## src/rtl/callret_pkg.sv

```systemverilog
// Package: shared constants, opcode classes, sequencer states and the
// control word that the sequencer hands to the datapath each cycle.
package callret_pkg;

    localparam logic [15:0] OPC_ICALL     = 16'h9509;
    localparam logic [15:0] OPC_RET       = 16'h9508;
    localparam logic [3:0]  OPC_RCALL_TOP = 4'hD;

    localparam int FETCH_CYC = 6;
    localparam int EXE_ICALL = 8;
    localparam int EXE_RCALL = 6;
    localparam int EXE_RET   = 8;
    localparam int EXE_BAD   = 1;

    typedef enum logic [1:0] {CLS_ICALL, CLS_RCALL, CLS_RET, CLS_BAD} op_cls_t;
    typedef enum logic [1:0] {ST_IDLE, ST_FETCH, ST_EXEC} seq_st_t;

    typedef struct packed {
        logic mar_pc;
        logic mar_sp;
        logic mem_re;
        logic mem_we;
        logic pc_inc;
        logic pc_ac;
        logic pc_add;
        logic pc_back;
        logic mdr_mem;
        logic mdr_pcl;
        logic mdr_pch;
        logic ir_lo;
        logic ir_hi;
        logic sp_dec;
        logic sp_inc;
        logic ac_hi_rf;
        logic ac_lo_rf;
        logic ac_hi_mdr;
        logic ac_lo_mdr;
        logic ac_sext;
    } ctl_t;

    // Map an instruction word to its class.
    function automatic op_cls_t classify(input logic [15:0] w);
        if (w == OPC_ICALL)                return CLS_ICALL;
        else if (w == OPC_RET)             return CLS_RET;
        else if (w[15:12] == OPC_RCALL_TOP) return CLS_RCALL;
        else                               return CLS_BAD;
    endfunction

    // Fixed execute budget of each class, in cycles.
    function automatic logic [3:0] exec_len(input op_cls_t c);
        case (c)
            CLS_ICALL: return 4'(EXE_ICALL);
            CLS_RCALL: return 4'(EXE_RCALL);
            CLS_RET:   return 4'(EXE_RET);
            default:   return 4'(EXE_BAD);
        endcase
    endfunction

endpackage

```

## src/rtl/callret_rf.sv

```systemverilog
// Register file: NREGS byte registers, one asynchronous read port and one
// synchronous write port. Assumes the reader tolerates a combinational path
// from the read index to the data.
module callret_rf #(
    parameter int NREGS = 32,
    localparam int AW   = $clog2(NREGS)
) (
    input  logic          clk,
    input  logic          rst_n,
    input  logic          we,
    input  logic [AW-1:0] wa,
    input  logic [7:0]    wd,
    input  logic [AW-1:0] ra,
    output logic [7:0]    rd
);
    logic [7:0] regs [NREGS];

    for (genvar g = 0; g < NREGS; g++) begin : g_reg
        // Hold one register, cleared on reset, written when selected.
        always_ff @(posedge clk) begin
            if (!rst_n)                         regs[g] <= '0;
            else if (we && wa == AW'(g))        regs[g] <= wd;
        end
    end

    // Single read port.
    assign rd = regs[ra];

endmodule

```

## src/rtl/callret_ctrl.sv

```systemverilog
// Sequencer: idle / fetch / execute state machine with a step counter.
// Emits one control word per cycle. Assumes the instruction register is
// complete when the execute phase begins and stays stable during it.
module callret_ctrl
    import callret_pkg::*;
#(
    parameter int NREGS = 32,
    localparam int AW   = $clog2(NREGS)
) (
    input  logic          clk,
    input  logic          rst_n,
    input  logic          start,
    input  logic [15:0]   ir,
    output ctl_t          ctl,
    output logic [AW-1:0] rf_ra,
    output logic          busy,
    output logic          done,
    output logic          illegal
);
    localparam logic [AW-1:0] ZHI = AW'(NREGS - 1);
    localparam logic [AW-1:0] ZLO = AW'(NREGS - 2);

    seq_st_t    st_q;
    logic [3:0] step_q;
    logic       done_q, ill_q;
    op_cls_t    cls;

    assign cls = classify(ir);

    // Advance the state and step counter; raise done and the flag at the end.
    always_ff @(posedge clk) begin
        if (!rst_n) begin
            st_q   <= ST_IDLE;
            step_q <= '0;
            done_q <= 1'b0;
            ill_q  <= 1'b0;
        end else begin
            done_q <= 1'b0;
            case (st_q)
                ST_IDLE: if (start) begin
                    st_q   <= ST_FETCH;
                    step_q <= '0;
                    ill_q  <= 1'b0;
                end
                ST_FETCH: if (step_q == 4'(FETCH_CYC - 1)) begin
                    st_q   <= ST_EXEC;
                    step_q <= '0;
                end else begin
                    step_q <= step_q + 4'd1;
                end
                ST_EXEC: if (step_q == exec_len(cls) - 4'd1) begin
                    st_q   <= ST_IDLE;
                    step_q <= '0;
                    done_q <= 1'b1;
                    ill_q  <= (cls == CLS_BAD);
                end else begin
                    step_q <= step_q + 4'd1;
                end
                default: st_q <= ST_IDLE;
            endcase
        end
    end

    // Decode state, step and class into the per-cycle control word.
    always_comb begin
        ctl   = '0;
        rf_ra = '0;
        if (st_q == ST_FETCH) begin
            case (step_q)
                4'd0: ctl.mar_pc = 1'b1;
                4'd1: begin ctl.mem_re = 1'b1; ctl.pc_inc = 1'b1; end
                4'd2: begin ctl.mdr_mem = 1'b1; ctl.mar_pc = 1'b1; end
                4'd3: begin ctl.ir_lo = 1'b1; ctl.mem_re = 1'b1; ctl.pc_inc = 1'b1; end
                4'd4: ctl.mdr_mem = 1'b1;
                4'd5: ctl.ir_hi = 1'b1;
                default: ;
            endcase
        end else if (st_q == ST_EXEC) begin
            if (cls == CLS_ICALL || cls == CLS_RCALL) begin
                case (step_q)
                    4'd0: begin ctl.mar_sp = 1'b1; ctl.mdr_pcl = 1'b1; end
                    4'd1: begin ctl.mem_we = 1'b1; ctl.sp_dec = 1'b1; end
                    4'd2: begin ctl.mar_sp = 1'b1; ctl.mdr_pch = 1'b1; end
                    4'd3: begin ctl.mem_we = 1'b1; ctl.sp_dec = 1'b1; end
                    4'd4: if (cls == CLS_ICALL) begin
                              ctl.ac_hi_rf = 1'b1; rf_ra = ZHI;
                          end else begin
                              ctl.ac_sext = 1'b1;
                          end
                    4'd5: if (cls == CLS_ICALL) begin
                              ctl.ac_lo_rf = 1'b1; rf_ra = ZLO;
                          end else begin
                              ctl.pc_add = 1'b1;
                          end
                    4'd6: ctl.pc_ac = 1'b1;
                    default: ;
                endcase
            end else if (cls == CLS_RET) begin
                case (step_q)
                    4'd0: ctl.sp_inc = 1'b1;
                    4'd1: ctl.mar_sp = 1'b1;
                    4'd2: begin ctl.mem_re = 1'b1; ctl.sp_inc = 1'b1; end
                    4'd3: begin ctl.mdr_mem = 1'b1; ctl.mar_sp = 1'b1; end
                    4'd4: begin ctl.ac_hi_mdr = 1'b1; ctl.mem_re = 1'b1; end
                    4'd5: ctl.mdr_mem = 1'b1;
                    4'd6: ctl.ac_lo_mdr = 1'b1;
                    4'd7: ctl.pc_ac = 1'b1;
                    default: ;
                endcase
            end else begin
                ctl.pc_back = 1'b1;
            end
        end
    end

    assign busy    = (st_q != ST_IDLE);
    assign done    = done_q;
    assign illegal = ill_q;

endmodule

```

## src/rtl/callret_dp.sv

```systemverilog
// Datapath: PC, SP, MAR, MDR, IR and AC registers, each loaded from the
// control word. Assumes at most one load source per register per cycle.
module callret_dp
    import callret_pkg::*;
#(
    parameter logic [15:0] PC_RESET = 16'h0000,
    parameter logic [15:0] SP_RESET = 16'h0FFF
) (
    input  logic        clk,
    input  logic        rst_n,
    input  ctl_t        ctl,
    input  logic [7:0]  mem_rdata,
    input  logic [7:0]  rf_rd,
    output logic [15:0] mar,
    output logic [7:0]  mdr,
    output logic [15:0] pc,
    output logic [15:0] sp,
    output logic [15:0] ir
);
    logic [15:0] ac;

    // Program counter: increment, load, relative add or rewind.
    always_ff @(posedge clk) begin
        if (!rst_n)           pc <= PC_RESET;
        else if (ctl.pc_inc)  pc <= pc + 16'd1;
        else if (ctl.pc_ac)   pc <= ac;
        else if (ctl.pc_add)  pc <= pc + ac;
        else if (ctl.pc_back) pc <= pc - 16'd2;
    end

    // Stack pointer: self increment and decrement.
    always_ff @(posedge clk) begin
        if (!rst_n)          sp <= SP_RESET;
        else if (ctl.sp_dec) sp <= sp - 16'd1;
        else if (ctl.sp_inc) sp <= sp + 16'd1;
    end

    // Memory address register: from PC or SP.
    always_ff @(posedge clk) begin
        if (!rst_n)          mar <= '0;
        else if (ctl.mar_pc) mar <= pc;
        else if (ctl.mar_sp) mar <= sp;
    end

    // Memory data register: from memory or one byte of PC.
    always_ff @(posedge clk) begin
        if (!rst_n)           mdr <= '0;
        else if (ctl.mdr_mem) mdr <= mem_rdata;
        else if (ctl.mdr_pcl) mdr <= pc[7:0];
        else if (ctl.mdr_pch) mdr <= pc[15:8];
    end

    // Instruction register: assembled one byte at a time.
    always_ff @(posedge clk) begin
        if (!rst_n)         ir <= '0;
        else if (ctl.ir_lo) ir[7:0]  <= mdr;
        else if (ctl.ir_hi) ir[15:8] <= mdr;
    end

    // Accumulator: target built from register bytes, stack bytes or offset.
    always_ff @(posedge clk) begin
        if (!rst_n)             ac <= '0;
        else if (ctl.ac_hi_rf)  ac[15:8] <= rf_rd;
        else if (ctl.ac_lo_rf)  ac[7:0]  <= rf_rd;
        else if (ctl.ac_hi_mdr) ac[15:8] <= mdr;
        else if (ctl.ac_lo_mdr) ac[7:0]  <= mdr;
        else if (ctl.ac_sext)   ac <= {{4{ir[11]}}, ir[11:0]};
    end

endmodule

```

## src/rtl/callret_seq.sv

```systemverilog
// Top: sequencer, datapath and register file wired together. Memory is
// external, byte wide, with registered read data one cycle after mem_re.
module callret_seq
    import callret_pkg::*;
#(
    parameter int          NREGS    = 32,
    parameter logic [15:0] PC_RESET = 16'h0000,
    parameter logic [15:0] SP_RESET = 16'h0FFF,
    localparam int         AW       = $clog2(NREGS)
) (
    input  logic          clk,
    input  logic          rst_n,
    input  logic          start,
    output logic [15:0]   mem_addr,
    output logic          mem_re,
    output logic          mem_we,
    output logic [7:0]    mem_wdata,
    input  logic [7:0]    mem_rdata,
    input  logic          rf_we,
    input  logic [AW-1:0] rf_waddr,
    input  logic [7:0]    rf_wdata,
    output logic          busy,
    output logic          done,
    output logic          illegal,
    output logic [15:0]   pc_dbg,
    output logic [15:0]   sp_dbg,
    output logic [15:0]   ir_dbg
);
    ctl_t          ctl;
    logic [AW-1:0] rf_ra;
    logic [7:0]    rf_rd;
    logic [15:0]   ir;

    callret_ctrl #(.NREGS(NREGS)) u_ctrl (
        .clk(clk), .rst_n(rst_n), .start(start), .ir(ir),
        .ctl(ctl), .rf_ra(rf_ra), .busy(busy), .done(done), .illegal(illegal)
    );

    callret_dp #(.PC_RESET(PC_RESET), .SP_RESET(SP_RESET)) u_dp (
        .clk(clk), .rst_n(rst_n), .ctl(ctl), .mem_rdata(mem_rdata),
        .rf_rd(rf_rd), .mar(mem_addr), .mdr(mem_wdata),
        .pc(pc_dbg), .sp(sp_dbg), .ir(ir)
    );

    callret_rf #(.NREGS(NREGS)) u_rf (
        .clk(clk), .rst_n(rst_n), .we(rf_we), .wa(rf_waddr), .wd(rf_wdata),
        .ra(rf_ra), .rd(rf_rd)
    );

    assign mem_re = ctl.mem_re;
    assign mem_we = ctl.mem_we;
    assign ir_dbg = ir;

endmodule

```

## config.mk

```make
export PLATFORM = sky130hd
export DESIGN_NAME = callret_seq
export DESIGN_NICKNAME = d
export VERILOG_FILES = /design/src/rtl/callret_pkg.sv /design/src/rtl/callret_rf.sv /design/src/rtl/callret_ctrl.sv /design/src/rtl/callret_dp.sv /design/src/rtl/callret_seq.sv
export SDC_FILE = /design/constraint.sdc
export NUM_CORES = 1
export LEC_CHECK = 0
export ABC_AREA = 1
export BUFFER_PORTS_ARGS = -buffer_cell sky130_fd_sc_hd__clkbuf_2
export CORE_ASPECT_RATIO = 1.1
export CORE_UTILIZATION = 30
export DETAILED_ROUTE_END_ITERATION = 8
export SLEW_MARGIN = 10
export SYNTH_ARGS = -nofsm -noshare
export SYNTH_HDL_FRONTEND = slang
export SYNTH_SLANG_ARGS = --single-unit
```

## constraint.sdc

```tcl
create_clock -name clk -period 2.4 [get_ports clk]
set_input_delay 0.24 -clock clk [delete_from_list [all_inputs] [get_ports clk]]
set_output_delay 0.24 -clock clk [all_outputs]
set_load 0.1 [all_outputs]
```

==> results of run 1 <==
-- flip-flops by register name, summed over array words and instances (netlist names), 2 cells and up --
register	cells
u_dp.ac	16
u_ctrl.st_q	2
u_dp.mar	16
u_dp.ir	16
u_dp.mdr	8
u_ctrl.step_q	4
u_dp.sp	16
u_dp.pc	16
u_rf.regs	20
-- kinds of logic after synthesis --
family          count (synthesis)  synth area share, %
xor+xnor                       25                2.759
flops                         116                31.78
simple gates                  490                28.99
buf+inv                       184                9.254
fa+ha+maj                      28                4.509
compound gates                303                22.70
-- through the flow --
stage                     worst slack, ns  cell area [sq um]  TNS [ns]  hold slack (ns)  util, %
after detailed placement          0.05925               9275         0           0.4463    35.58
after global routing             -0.09371              10340   -0.4763          0.07519    39.67
after global placement            0.08964               9275         0           0.4362    35.58
final                             0.03654              10340         0          0.07894    39.67
after floorplan                 0.0007607               8010         0           0.4001        -
after CTS                         0.02584               9874         0          0.06361    37.88
-- worst max path at each step --
stage | startpoint | endpoint | cells past startpoint
5_1_grt | u_dp.ir[13] | u_dp.sp[12] | 19
4_1_cts | u_ctrl.st_q[0] | u_dp.pc[4] | 15
3_3_place_gp | u_ctrl.step_q[1] | u_dp.sp[15] | 17
2_1_floorplan | u_dp.ir[0] | u_dp.sp[8] | 20
3_5_place_dp | u_ctrl.st_q[0] | u_dp.pc[4] | 15
6_report | u_dp.ir[13] | u_dp.sp[14] | 19
-- layer usage --
layer | GRT usage, % | vias to the layer above | wire length (microns)
li1 | - | 4246 | -
met1 | 25.95 | 3950 | 11780
met2 | 32.83 | 312 | 13290
met3 | 3.108 | 67 | 1656
met4 | 9.628 | 0 | 1056
met5 | 0 | - | 0
-- layout make-up --
type | count | area [sq um] | area share, %
Tap cell | 352 | 440.4 | 4.259
Clock inverter | 15 | 157.7 | 1.524
Sequential cell | 116 | 2584 | 24.98
Clock buffer | 17 | 425.4 | 4.114
Multi-Input combinational cell | 846 | 4923 | 47.61
Timing Repair Buffer | 184 | 1261 | 12.20
Inverter | 141 | 549.3 | 5.312
-- synth_stat cells, types with 2 or more instances --
library cell	n
nand2_1	225
inv_1	117
o21ai_0	105
dfxtp_1	96
nor2_1	94
a21oi_1	90
nand3_1	84
a31oi_1	27
ha_1	27
clkbuf_1	25
inv_2	22
xor2_1	22
o211ai_1	21
edfxtp_1	20
nand4_1	17
nand2_2	16
nor2_2	12
buf_2	11
nor2_4	10
o21ai_1	10
o41ai_1	10
a221oi_1	9
nand2_4	6
nor3_1	6
nor4_1	5
a211oi_1	4
a32o_1	4
nand3b_1	4
a21o_1	3
buf_6	3
xnor2_1	3
a22oi_1	2
a41oi_1	2
buf_1	2
buf_4	2
clkinv_1	2
o221ai_1	2
o31ai_1	2
or2_2	2
-- report_power, final --
group          leakage (nW)  internal (mW)  switching, mW
combinational          3.46           1.64           4.11
sequential            0.987           2.27          0.274
clock                 0.271           1.53          0.987
total                  4.72           5.44           5.38
-- critical path, delay by kind of cell (launching register included) --
kind,cells,cell delay (ns)
compound gates,1,0.07
flops,1,0.33
simple gates,13,1.37
buf+inv,5,0.48
-- repair_timing --
| item | CTS | global route |
|---|---|---|
| resized for setup | 4 | 92 |
| setup endpoints to repair | 1 | 33 |
| setup buffers | 0 | 19 |
| pin swaps | 0 | 44 |
| gates cloned | 0 | 1 |
==> metrics.md, run 1 <==
| Metric | Value |
|---|---|
| Final setup vio count | 0 |
| Period utilisation layout | 98.48% |
| PwrDens | 1046 nW/um^2 |
| Wire length per cell | 16.63 microns |
| # Max-Cap Violations | 0 |
| Crit path top cell by count | nand2_1 |
| Hold_buf cts | 0 |
| Crit path required time | around 2.7 ns |
| Total Power | around 11 mW |
| Yosys top cell area share | 24.22% |
| Hold worst-path end | u_dp.mdr[6] |
| Die height | about 170 microns |
| DR pass1 iterations | 7 |
| Synth area leader | dfxtp_1 |
| Clk Latency, worst-skew pair | about 0.43 ns |
| Ys async rst share | 0% |
| Startpoint Class | register |
| First-pass GRT wire length | 42.46 mm |
| Initial detailed-routing violation count | ~700 |
| Synthesis-stage register bit count | approximately 120 |
| Final wirelength | 27.78 mm |
| Setup Skew | between 0.01 and 0.015 ns |
| Leakage power | ~4.7 nW |
| Gr usage total | around 20% |
| Post-route insts no fill | about 1700 |
| Placed insts | about 1600 |
| Ant. Diodes | 0 |
| Post-synth net total | between 1000 and 1500 |
| Sequential fraction of the synthesis area | around a third |
| Root Buffer | clkbuf_16 |
| Cells after synthesis | 1146 |
| Residual DRC | 1 |
| Via count | roughly 8600 |
| FF-to-FF Start | u_dp.ir[13] |
| RSZ-0062 raised after global routing | yes |
| Critical-path cell list | inv_2, nand4_1, nor2_4, nand2_4, nand2_4, nand3_4, buf_12, inv_8, nand2_1, nand2_4, nor2_4, nand2_2, o21ai_1, inv_1, nand2_1, nand2_1, nand3_1, nand2_1, inv_1 |
| Outcome | finished with violations |
| CP max-delay cell | dfxtp_2 |
| Fmax | between 400 and 500 MHz |
| Hold path startpoint | mem_rdata[6] |
| Via density | slightly above 5 |
| R2r endpoint | u_dp.sp[14] |
| Main flop type after synthesis | dfxtp_1 |
| Post-synth EDFFs | 20 |
| Min-delay worst type | primary input to register |
| Number of global-route vias before repair | 7874 |
| Final hold violations | 0 |
| Worst Hold Path Cells | 3 |
| Commonest cells after routing, fill and taps aside | 203 x nand2_1, 105 x inv_1, 100 x o21ai_0 |
| Die area | around 27000 sq um |
| Mapped cell area | 7936 sq um |
| # nets final | 1359 |
| Setup CP Type | register to register |
| Largest stage delay on the critical path | about 0.33 ns |
| Initial Util | a little under a third |
| DP HPWL | around 21 mm |
| VDD IR-drop max | 0.7537 mV |
| Reg2reg setup slack | approximately 0.037 ns |
| Failing checks | design-rule violations |
| Avg Cell Area, Syn | slightly below 7 sq um |
| Worst Path Max Fanout | 17 |
| CP arrival | ~2.7 ns |
| Period minus WS final | 2.363 ns |
| Grt total ovfl | 0 |
| Core area | 26070 sq um |
| Largest net degree at the start of global routing | 40 |
| Measured slew at the worst slew-check pin | between 0.6 and 0.7 ns |
| H-Tree Depth | 4 |
| Final count of pins violating max slew | 0 |
| RD Place Congestion | 0.9554 |
| Netlist cell types | between 60 and 70 |
| Num Clock Sinks | between 100 and 150 |
| Num CTS Buffers | 17 |
| Layout cells sized above 1 | approximately 29% |
| I/O Pins | 102 |
| # rows | 62 |
| CTS clk-pin slew, worst paths | around 0.060 ns |
| Antenna violations before repair | 0 |
| Input/output buffers | 101 |
| Fillers | ~2700 |
| Synth warn | 0 |
| Critical path endpoint category | register |
| Leading cell type in the layout, fill and taps excluded | nand2_1 |
| Die X | around 160 microns |
| CTS tree | built |
| Reg2Reg Depth | 19 |
| Remaining antenna violation count | 0 |
| Area Growth Syn to Fin | 30.30% |
| Clk buf depth | 2 |
| Max_slew headroom | 58.69% |
| Top post-synthesis cells by area | dfxtp_1 24%, nand2_1 11%, edfxtp_1 7.6%, o21ai_0 6.6%, a21oi_1 5.7% |
Note: power is estimated with default switching activity, not from simulation.
==> run 2, diff against run 1 <==
- ABC_AREA: 1 -> default
==> run 2 against run 1 <==
  * The flow finishes with violations (negative setup slack)
  * Clock skew is 0.0014 ns higher
  * Area after synthesis is 7.3% lower
  * Maximum frequency is 25% lower
  * Worst hold slack better by 0.089 ns
  * Clock power is 37% lower
  * Non-clock buffer count is 92 higher
  * Highest routed layer unchanged
  * Critical path depth is 7 lower
  * Sequential power is 19% lower
  * Utilization is 4.4 points higher
  * Sequential share of layout area is 1.0 points lower
  * Register-to-register slack worse by 0.77 ns
  * Power is 50% lower
==> metrics.md, run 2 <==
| Metric | Value |
|---|---|
| Final wirelength | 27.16 mm (was 27.78 mm) |
| Synthesis-stage register bit count | 112 (was 116) |
| Yosys top cell area share | 26.13% (was 24.22%) |
| Outcome | finished with violations (unchanged) |
| Final hold violations | 0 (unchanged) |
| Main flop type after synthesis | dfxtp_1 (unchanged) |
| Netlist cell types | 70 (was 61) |
| CTS clk-pin slew, worst paths | 0.08 ns (was 0.06 ns) |
| Leakage power | 4.532 nW (was 4.718 nW) |
| Avg Cell Area, Syn | 7.959 sq um (was 6.925 sq um) |
| Total Power | 5.422 mW (was 10.82 mW) |
| Wire length per cell | 18.65 microns (was 16.63 microns) |
| PwrDens | 515.5 nW/um^2 (was 1046 nW/um^2) |
| DP HPWL | 20.11 mm (was 20.89 mm) |
| Most numerous cell in the Yosys netlist | nand2_1 (unchanged) |
| Min-delay worst type | primary input to register (unchanged) |
| Antenna violations before repair | 0 (unchanged) |
| Die X | 151.3 microns (was 157.1 microns) |
| Sw Share | 37.49% (was 49.69%) |
| Leading cell type in the layout, fill and taps excluded | buf_4 (was nand2_1) |
| Number of global-route vias before repair | 7184 (was 7874) |
| Hold worst-path end | u_rf.regs[30][6] (was u_dp.mdr[6]) |
| Hold_buf cts | 0 (unchanged) |
| Final count of pins violating max slew | 0 (unchanged) |
| Largest stage delay on the critical path | 0.45 ns (was 0.33 ns) |
| Startpoint Class | register (unchanged) |
| # nets final | 1199 (was 1359) |
| First-pass GRT wire length | 41.07 mm (was 42.46 mm) |
| RD Place Congestion | 0.8985 (was 0.9554) |
| Reg2Reg Depth | 12 (was 19) |
| Cell family with most CP delay | simple AND/OR/NAND/NOR gates (unchanged) |
| Top post-synthesis cells by area | dfxtp_1 26%, nand2_1 7.6%, edfxtp_1 6.5%, ha_1 4.6%, mux2i_1 3.7% (was dfxtp_1 24%, nand2_1 11%, edfxtp_1 7.6%, o21ai_0 6.6%, a21oi_1 5.7%) |
| CP arrival | 3.40 ns (was 2.70 ns) |
| Worst hold slack | 0.1681 ns (was 0.07894 ns) |
| Crit path required time | 2.66 ns (was 2.74 ns) |
| Clk buf depth | 2 (unchanged) |
| Initial Util | 30.84% (was 30.45%) |
| Critical path endpoint category | register (unchanged) |
| Input/output buffers | 101 (unchanged) |
| Layout cells sized above 1 | 37.53% (was 28.81%) |
| FF-to-FF Start | u_dp.ir[4] (was u_dp.ir[13]) |
| Failing checks | negative setup slack (was design-rule violations) |
| # Max-Cap Violations | 0 (unchanged) |
| Commonest cells in the netlist | 148 x nand2_1, 96 x dfxtp_1, 59 x nor2_1, 58 x clkbuf_1, 54 x o21ai_0 (was 225 x nand2_1, 117 x inv_1, 105 x o21ai_0, 96 x dfxtp_1, 94 x nor2_1) |
| Post-synth EDFFs | 16 (was 20) |
| Setup CP Type | register to register (unchanged) |
| VDD IR-drop max | 0.3557 mV (was 0.7537 mV) |
| Int Power | 3.389 mW (was 5.442 mW) |
| Area Growth Syn to Fin | 43.02% (was 30.30%) |
| Worst Path Max Fanout | 3 (was 17) |
| Clk Latency, worst-skew pair | 0.37 ns (was 0.43 ns) |
| Post-synth net total | 977 (was 1199) |
| Final worst slack | -0.7354 ns (was 0.03654 ns) |
| Commonest cells after routing, fill and taps aside | 158 x buf_4, 146 x nand2_1, 98 x clkbuf_2 (was 203 x nand2_1, 105 x inv_1, 100 x o21ai_0) |
| Root Buffer | clkbuf_16 (unchanged) |
| Hold path startpoint | rf_wdata[6] (was mem_rdata[6]) |
| DP Worst Slack | -0.7098 ns (was 0.05925 ns) |
| Sw Pwr | 2.033 mW (was 5.375 mW) |
| R2r endpoint | u_dp.sp[12] (was u_dp.sp[14]) |
| Residual DRC | 0 (was 1) |
| Largest net degree at the start of global routing | 33 (was 40) |
| DR pass1 iterations | 5 (was 7) |
| Period minus WS final | 3.135 ns (was 2.363 ns) |
| Crit path buf inv count | 0 (was 5) |
| Reg2reg setup slack | -0.74 ns (was 0.04 ns) |
| Initial detailed-routing violation count | 611 (was 692) |
| Via count | 7870 (was 8575) |
| Fmax | 318.9 MHz (was 423.1 MHz) |
| Core area | 23840 sq um (was 26070 sq um) |
| Sequential fraction of the synthesis area | 32.66% (was 31.78%) |
| Post-route setup TNS | -4.044 ns (was 0 ns) |
| Final setup vio count | 15 (was 0) |
| Worst Hold Path Cells | 2 (was 3) |
| Clk pwr share | 29.3% (was 23.3%) |
| RSZ-0062 raised after global routing | yes (unchanged) |
| Crit path top cell by count | or4_4 (was nand2_1) |
| Synth area leader | dfxtp_1 (unchanged) |
| Num CTS Buffers | 9 (was 17) |
| I/O Pins | 102 (unchanged) |
| Finished Cell Area | 10520 sq um (was 10340 sq um) |
| Remaining antenna violation count | 0 (unchanged) |
| Sequential power share | 37.9% (was 23.6%) |
| CTS tree | built (unchanged) |
| Gr usage total | 21.10% (was 20.18%) |
| Ant. Diodes | 0 (unchanged) |
| Ys async rst share | 0% (unchanged) |
| Synth warn | 0 (unchanged) |
| Setup Skew | 0.01156 ns (was 0.01017 ns) |
| Cell Area, Placed | 9452 sq um (was 9275 sq um) |
| Max_slew headroom | 62.58% (was 58.69%) |
| CP max-delay cell | or4_4 (was dfxtp_2) |
| Die area | 25150 sq um (was 27110 sq um) |
| # rows | 59 (was 62) |
| Period utilisation layout | 130.6% (was 98.48%) |
| Cells after synthesis | 924 (was 1146) |
| Num Clock Sinks | 112 (was 116) |
| Via density | 5.405 (was 5.132) |
| Grt total ovfl | 0 (unchanged) |
| Mapped cell area | 7355 sq um (was 7936 sq um) |
| Die height | 166.2 microns (was 172.6 microns) |
| H-Tree Depth | 3 (was 4) |
| Critical-path cell list | nor4b_4, a41oi_2, or3_4, xnor2_2, ha_2, nor3_4, nand2b_1, or4_4, or4_4, o31ai_4, xnor2_1, and2_1 (was inv_2, nand4_1, nor2_4, nand2_4, nand2_4, nand3_4, buf_12, inv_8, nand2_1, nand2_4, nor2_4, nand2_2, o21ai_1, inv_1, nand2_1, nand2_1, nand3_1, nand2_1, inv_1) |
| Measured slew at the worst slew-check pin | 0.5637 ns (was 0.6117 ns) |
| Gate power share | 32.8% (was 53.2%) |
[run 2: cell types whose count changed after synthesis, moves of 20 or more]
| cell | delta |
|---|---|
| a21boi_0 | +25 |
| a21oi_1 | -50 |
| and2_1 | +43 |
| clkbuf_1 | +33 |
| inv_1 | -98 |
| inv_2 | -22 |
| mux2i_1 | +27 |
| nand2_1 | -77 |
| nand3_1 | -55 |
| nor2_1 | -35 |
| o211a_1 | +21 |
| o21ai_0 | -51 |
| xnor2_1 | +20 |
[run 2: area by class of cell]
cell class              instances  area, sq um
well taps                     305        381.6
clock buffers                  13        281.5
fillers                      2312        13330
multi-input cells             727         5264
inverters                      20        90.09
repair buffers                276         1957
flip-flops and latches        112         2522
clock inverters                 3        22.52
[run 2: worst max-delay path by stage]
stage	from	endpoint	depth (start not counted)
6_report	u_dp.ir[4]	u_dp.sp[12]	12
3_5_place_dp	u_dp.ir[7]	u_dp.sp[12]	12
5_1_grt	u_dp.ir[4]	u_dp.sp[12]	12
3_3_place_gp	u_dp.ir[7]	u_dp.sp[12]	12
4_1_cts	u_dp.ir[14]	u_dp.sp[12]	12
2_1_floorplan	u_dp.ir[14]	u_dp.sp[12]	15
[run 2: metal layers]
metal	global-route usage (%)	wire length, microns	vias up
li1	-	-	3801
met1	28.36	12010	3729
met2	34.23	12860	287
met3	3.049	1443	53
met4	6.913	845	0
met5	0	0	-
[run 2: stage by stage]
step | utilization, % | instances
6_report | 44.12 | 1456
2_1_floorplan | - | 924
5_1_grt | 44.12 | 1456
3_3_place_gp | 39.64 | 1421
3_5_place_dp | 39.64 | 1421
4_1_cts | 41.81 | 1443
[run 2: cells by family after synthesis]
kind of cell             Yosys count  share of synthesized area [%]
AND/OR/NAND/NOR                  382                          25.76
adder cells (fa/ha/maj)           28                          4.866
flip-flops                       112                          32.66
XOR/XNOR                          35                          4.168
multiplexers                      27                          3.675
AO/OA/AOI/OAI                    255                          24.36
buffers and inverters             85                          4.508
[run 2: timing repair]
item	CTS	global route
setup endpoints to repair	38	41
pin swaps	12	55
gates resized for setup	42	101
setup buffers	6	17
[run 2: power groups by stage]
| stage | sequential, mW | combinational (mW) | clock [mW] |
|---|---|---|---|
| 4_1_cts | 2.05 | 1.69 | 1.61 |
| 3_5_place_dp | 2.09 | 1.67 | 0 |
| 3_3_place_gp | 2.09 | 1.66 | 0 |
| 5_1_grt | 2.07 | 1.90 | 1.69 |
| 2_1_floorplan | 2.58 | 0.757 | 0 |
| 6_report | 2.06 | 1.78 | 1.59 |
==> run 3, diff against run 2 <==
--- a/config.mk
+++ b/config.mk
@@ -14,2 +14,3 @@
 export SYNTH_HDL_FRONTEND = slang
 export SYNTH_SLANG_ARGS = --single-unit
+export TNS_END_PERCENT = 5
==> constraint.sdc (replaced) <==
create_clock -name clk -period 3.73 [get_ports clk]
set_input_delay 0.373 -clock clk [delete_from_list [all_inputs] [get_ports clk]]
set_output_delay 0.373 -clock clk [all_outputs]
set_load 0.02 [all_outputs]
==> run 3 against run 2 <==
  * The run now ends clean
  * Sequential share of layout area up 4.2 points
  * Worst hold slack gained 0.12 ns
  * Sequential power down 35%
  * Setup slack gained 0.98 ns
  * Global-route usage shrank 1.9 points
  * Cell count down 9.9%
  * Clock power fell by 35%
  * Clock skew down 0.0030 ns
  * Non-clock buffer count is 144 lower
  * Combinational power is 61% lower
  * Register-to-register slack improved by 0.98 ns
  * Critical endpoint unchanged
==> metrics.md, run 3 (synthesis results as in run 2) <==
| Metric | Value |
|---|---|
| Finished Cell Area | 8522 sq um (was 10520 sq um) |
| VDD IR-drop max | 0.2206 mV (was 0.3557 mV) |
| Number of global-route vias before repair | 6681 (was 7184) |
| PwrDens | 359.7 nW/um^2 (was 515.5 nW/um^2) |
| Min-delay worst type | primary input to register (unchanged) |
| Wire length per cell | 18.13 microns (was 18.65 microns) |
| Sequential cell area | 2402 sq um (was 2522 sq um) |
| Outcome | completed (was finished with violations) |
| CTS resizes | 0 (was 42) |
| Ant. Diodes | 0 (unchanged) |
| CTS clk-pin slew, worst paths | 0.08 ns (about the same) |
| # rows | 59 (unchanged) |
| Post-CTS setup buffer count | 0 (was 6) |
| DR pass1 iterations | 5 (unchanged) |
| Gr usage total | 19.22% (was 21.10%) |
| Commonest cells after routing, fill and taps aside | 148 x nand2_1, 100 x clkbuf_2, 96 x dfxtp_1 (was 158 x buf_4, 146 x nand2_1, 98 x clkbuf_2) |
| Residual DRC | 0 (unchanged) |
| Setup Skew | 0.008510 ns (was 0.01156 ns) |
| Period utilisation layout | 93.42% (was 130.6%) |
| Remaining antenna violation count | 0 (unchanged) |
| Num Clock Sinks | 112 (unchanged) |
| Total Power | 3.065 mW (was 5.422 mW) |
| DP HPWL | 17.78 mm (was 20.11 mm) |
| Num CTS Buffers | 9 (unchanged) |
| Setup CP Type | register to register (unchanged) |
| Die X | 151.3 microns (unchanged) |
| Hold_buf cts | 0 (unchanged) |
| Initial Util | 30.84% (unchanged) |
| Area Growth Syn to Fin | 15.87% (was 43.02%) |
| Measured slew at the worst slew-check pin | 1.155 ns (was 0.5637 ns) |
| Cell Area, Placed | 8218 sq um (was 9452 sq um) |
| Input/output buffers | 101 (unchanged) |
| Core area | 23840 sq um (unchanged) |
| Grt total ovfl | 0 (unchanged) |
| RSZ-0062 raised after global routing | no (was yes) |
| Crit path required time | 3.99 ns (was 2.66 ns) |
| Antenna violations before repair | 0 (unchanged) |
| Clk Latency, worst-skew pair | 0.37 ns (about the same) |
| Final count of pins violating max slew | 0 (unchanged) |
| First-pass GRT wire length | 37.71 mm (was 41.07 mm) |
| CP arrival | 3.74 ns (was 3.40 ns) |
| Period minus WS final | 3.485 ns (was 3.135 ns) |
| CTS tree | built (unchanged) |
| H-Tree Depth | 3 (unchanged) |
| # nets final | 1055 (was 1199) |
| Leading cell type in the layout, fill and taps excluded | nand2_1 (was buf_4) |
| Leakage power | 3.607 nW (was 4.532 nW) |
| Final wirelength | 23.79 mm (was 27.16 mm) |
| Die height | 166.2 microns (unchanged) |
| Root Buffer | clkbuf_16 (unchanged) |
| Final setup vio count | 0 (was 15) |
| Die area | 25150 sq um (unchanged) |
| Multi-input combinational cell area | 4621 sq um (was 5264 sq um) |
| Fillers | 2550 (was 2312) |
| Largest net degree at the start of global routing | 68 (was 33) |
| Clk buf depth | 2 (unchanged) |
| Post-route setup TNS | 0 ns (was -4.044 ns) |
| Via count | 7208 (was 7870) |
| RD Place Congestion | 0.9092 (was 0.8985) |
| # Max-Cap Violations | 0 (unchanged) |
| Initial detailed-routing violation count | 685 (was 611) |
| Final hold violations | 0 (unchanged) |
| Critical path endpoint category | register (unchanged) |
| Layout cells sized above 1 | 15.59% (was 37.53%) |
| Fmax | 287.0 MHz (was 318.9 MHz) |
| Via density | 5.494 (was 5.405) |
| Startpoint Class | register (unchanged) |
| Max_slew headroom | 22.21% (was 62.58%) |
| Worst Path Max Fanout | 5 (was 3) |
| I/O Pins | 102 (unchanged) |
run 3: cell count changes in the layout (fill, tap and decap cells not counted), sizes merged:
cell,change
buf,-146
clkbuf,-2
clkinvlp,+2
inv,+2
bufinv,+1
clkinv,-1
run 3: path summary, 6_finish.rpt:
kind         depth (start not counted)   startpoint  slack [ns]               end
min reg2reg                          1  u_dp.mar[3]        0.50       u_dp.mar[3]
max                                 12   u_dp.ir[7]        0.25       u_dp.sp[12]
max reg2reg                         12   u_dp.ir[7]        0.25       u_dp.sp[12]
min                                  2  rf_wdata[5]        0.29  u_rf.regs[30][5]
run 3: layer usage:
metal	global-route usage, %	share of wire [%]
met1	25.78	44
met2	31.23	47
met3	2.555	5.6
met4	6.652	2.6
met5	0	0
run 3: critical path: stages, from the launching register on:
cell and delay (ns):
dfxtp_1 0.36, nor4_4 0.43, a41oi_2 0.22, or3_1 0.45
xnor2_1 0.15, ha_1 0.24, nor3_1 0.20, nand2b_1 0.14
or4_4 0.44, or4_1 0.41, o31ai_1 0.10, xnor2_1 0.09
and2_1 0.15
run 3: final cells by class:
class,instances,share of cell area [%]
multi-input combinational,727,54.22
sequential,112,28.19
timing repair buffer,132,8.662
tap,305,4.478
clock buffer,9,2.643
clock inverter,7,0.9250
inverter,20,0.8809
run 3: where the power goes:
part           switching [mW]  internal (mW)  leakage [nW]
sequential             0.0535           1.28         0.930
combinational           0.418          0.285          2.53
clock                   0.499          0.530         0.144
run 3: metrics by stage:
step | std cells | hold slack, ns | setup WS, ns | util (%)
after floorplan | 924 | 0.4582 | 0.03097 | -
after global placement | 1296 | 0.4793 | 0.3189 | 34.47
after detailed placement | 1296 | 0.4856 | 0.2940 | 34.47
after CTS | 1312 | 0.2837 | 0.2680 | 35.74
after global routing | 1312 | 0.2970 | 0.1059 | 35.74
final | 1312 | 0.2867 | 0.2454 | 35.74
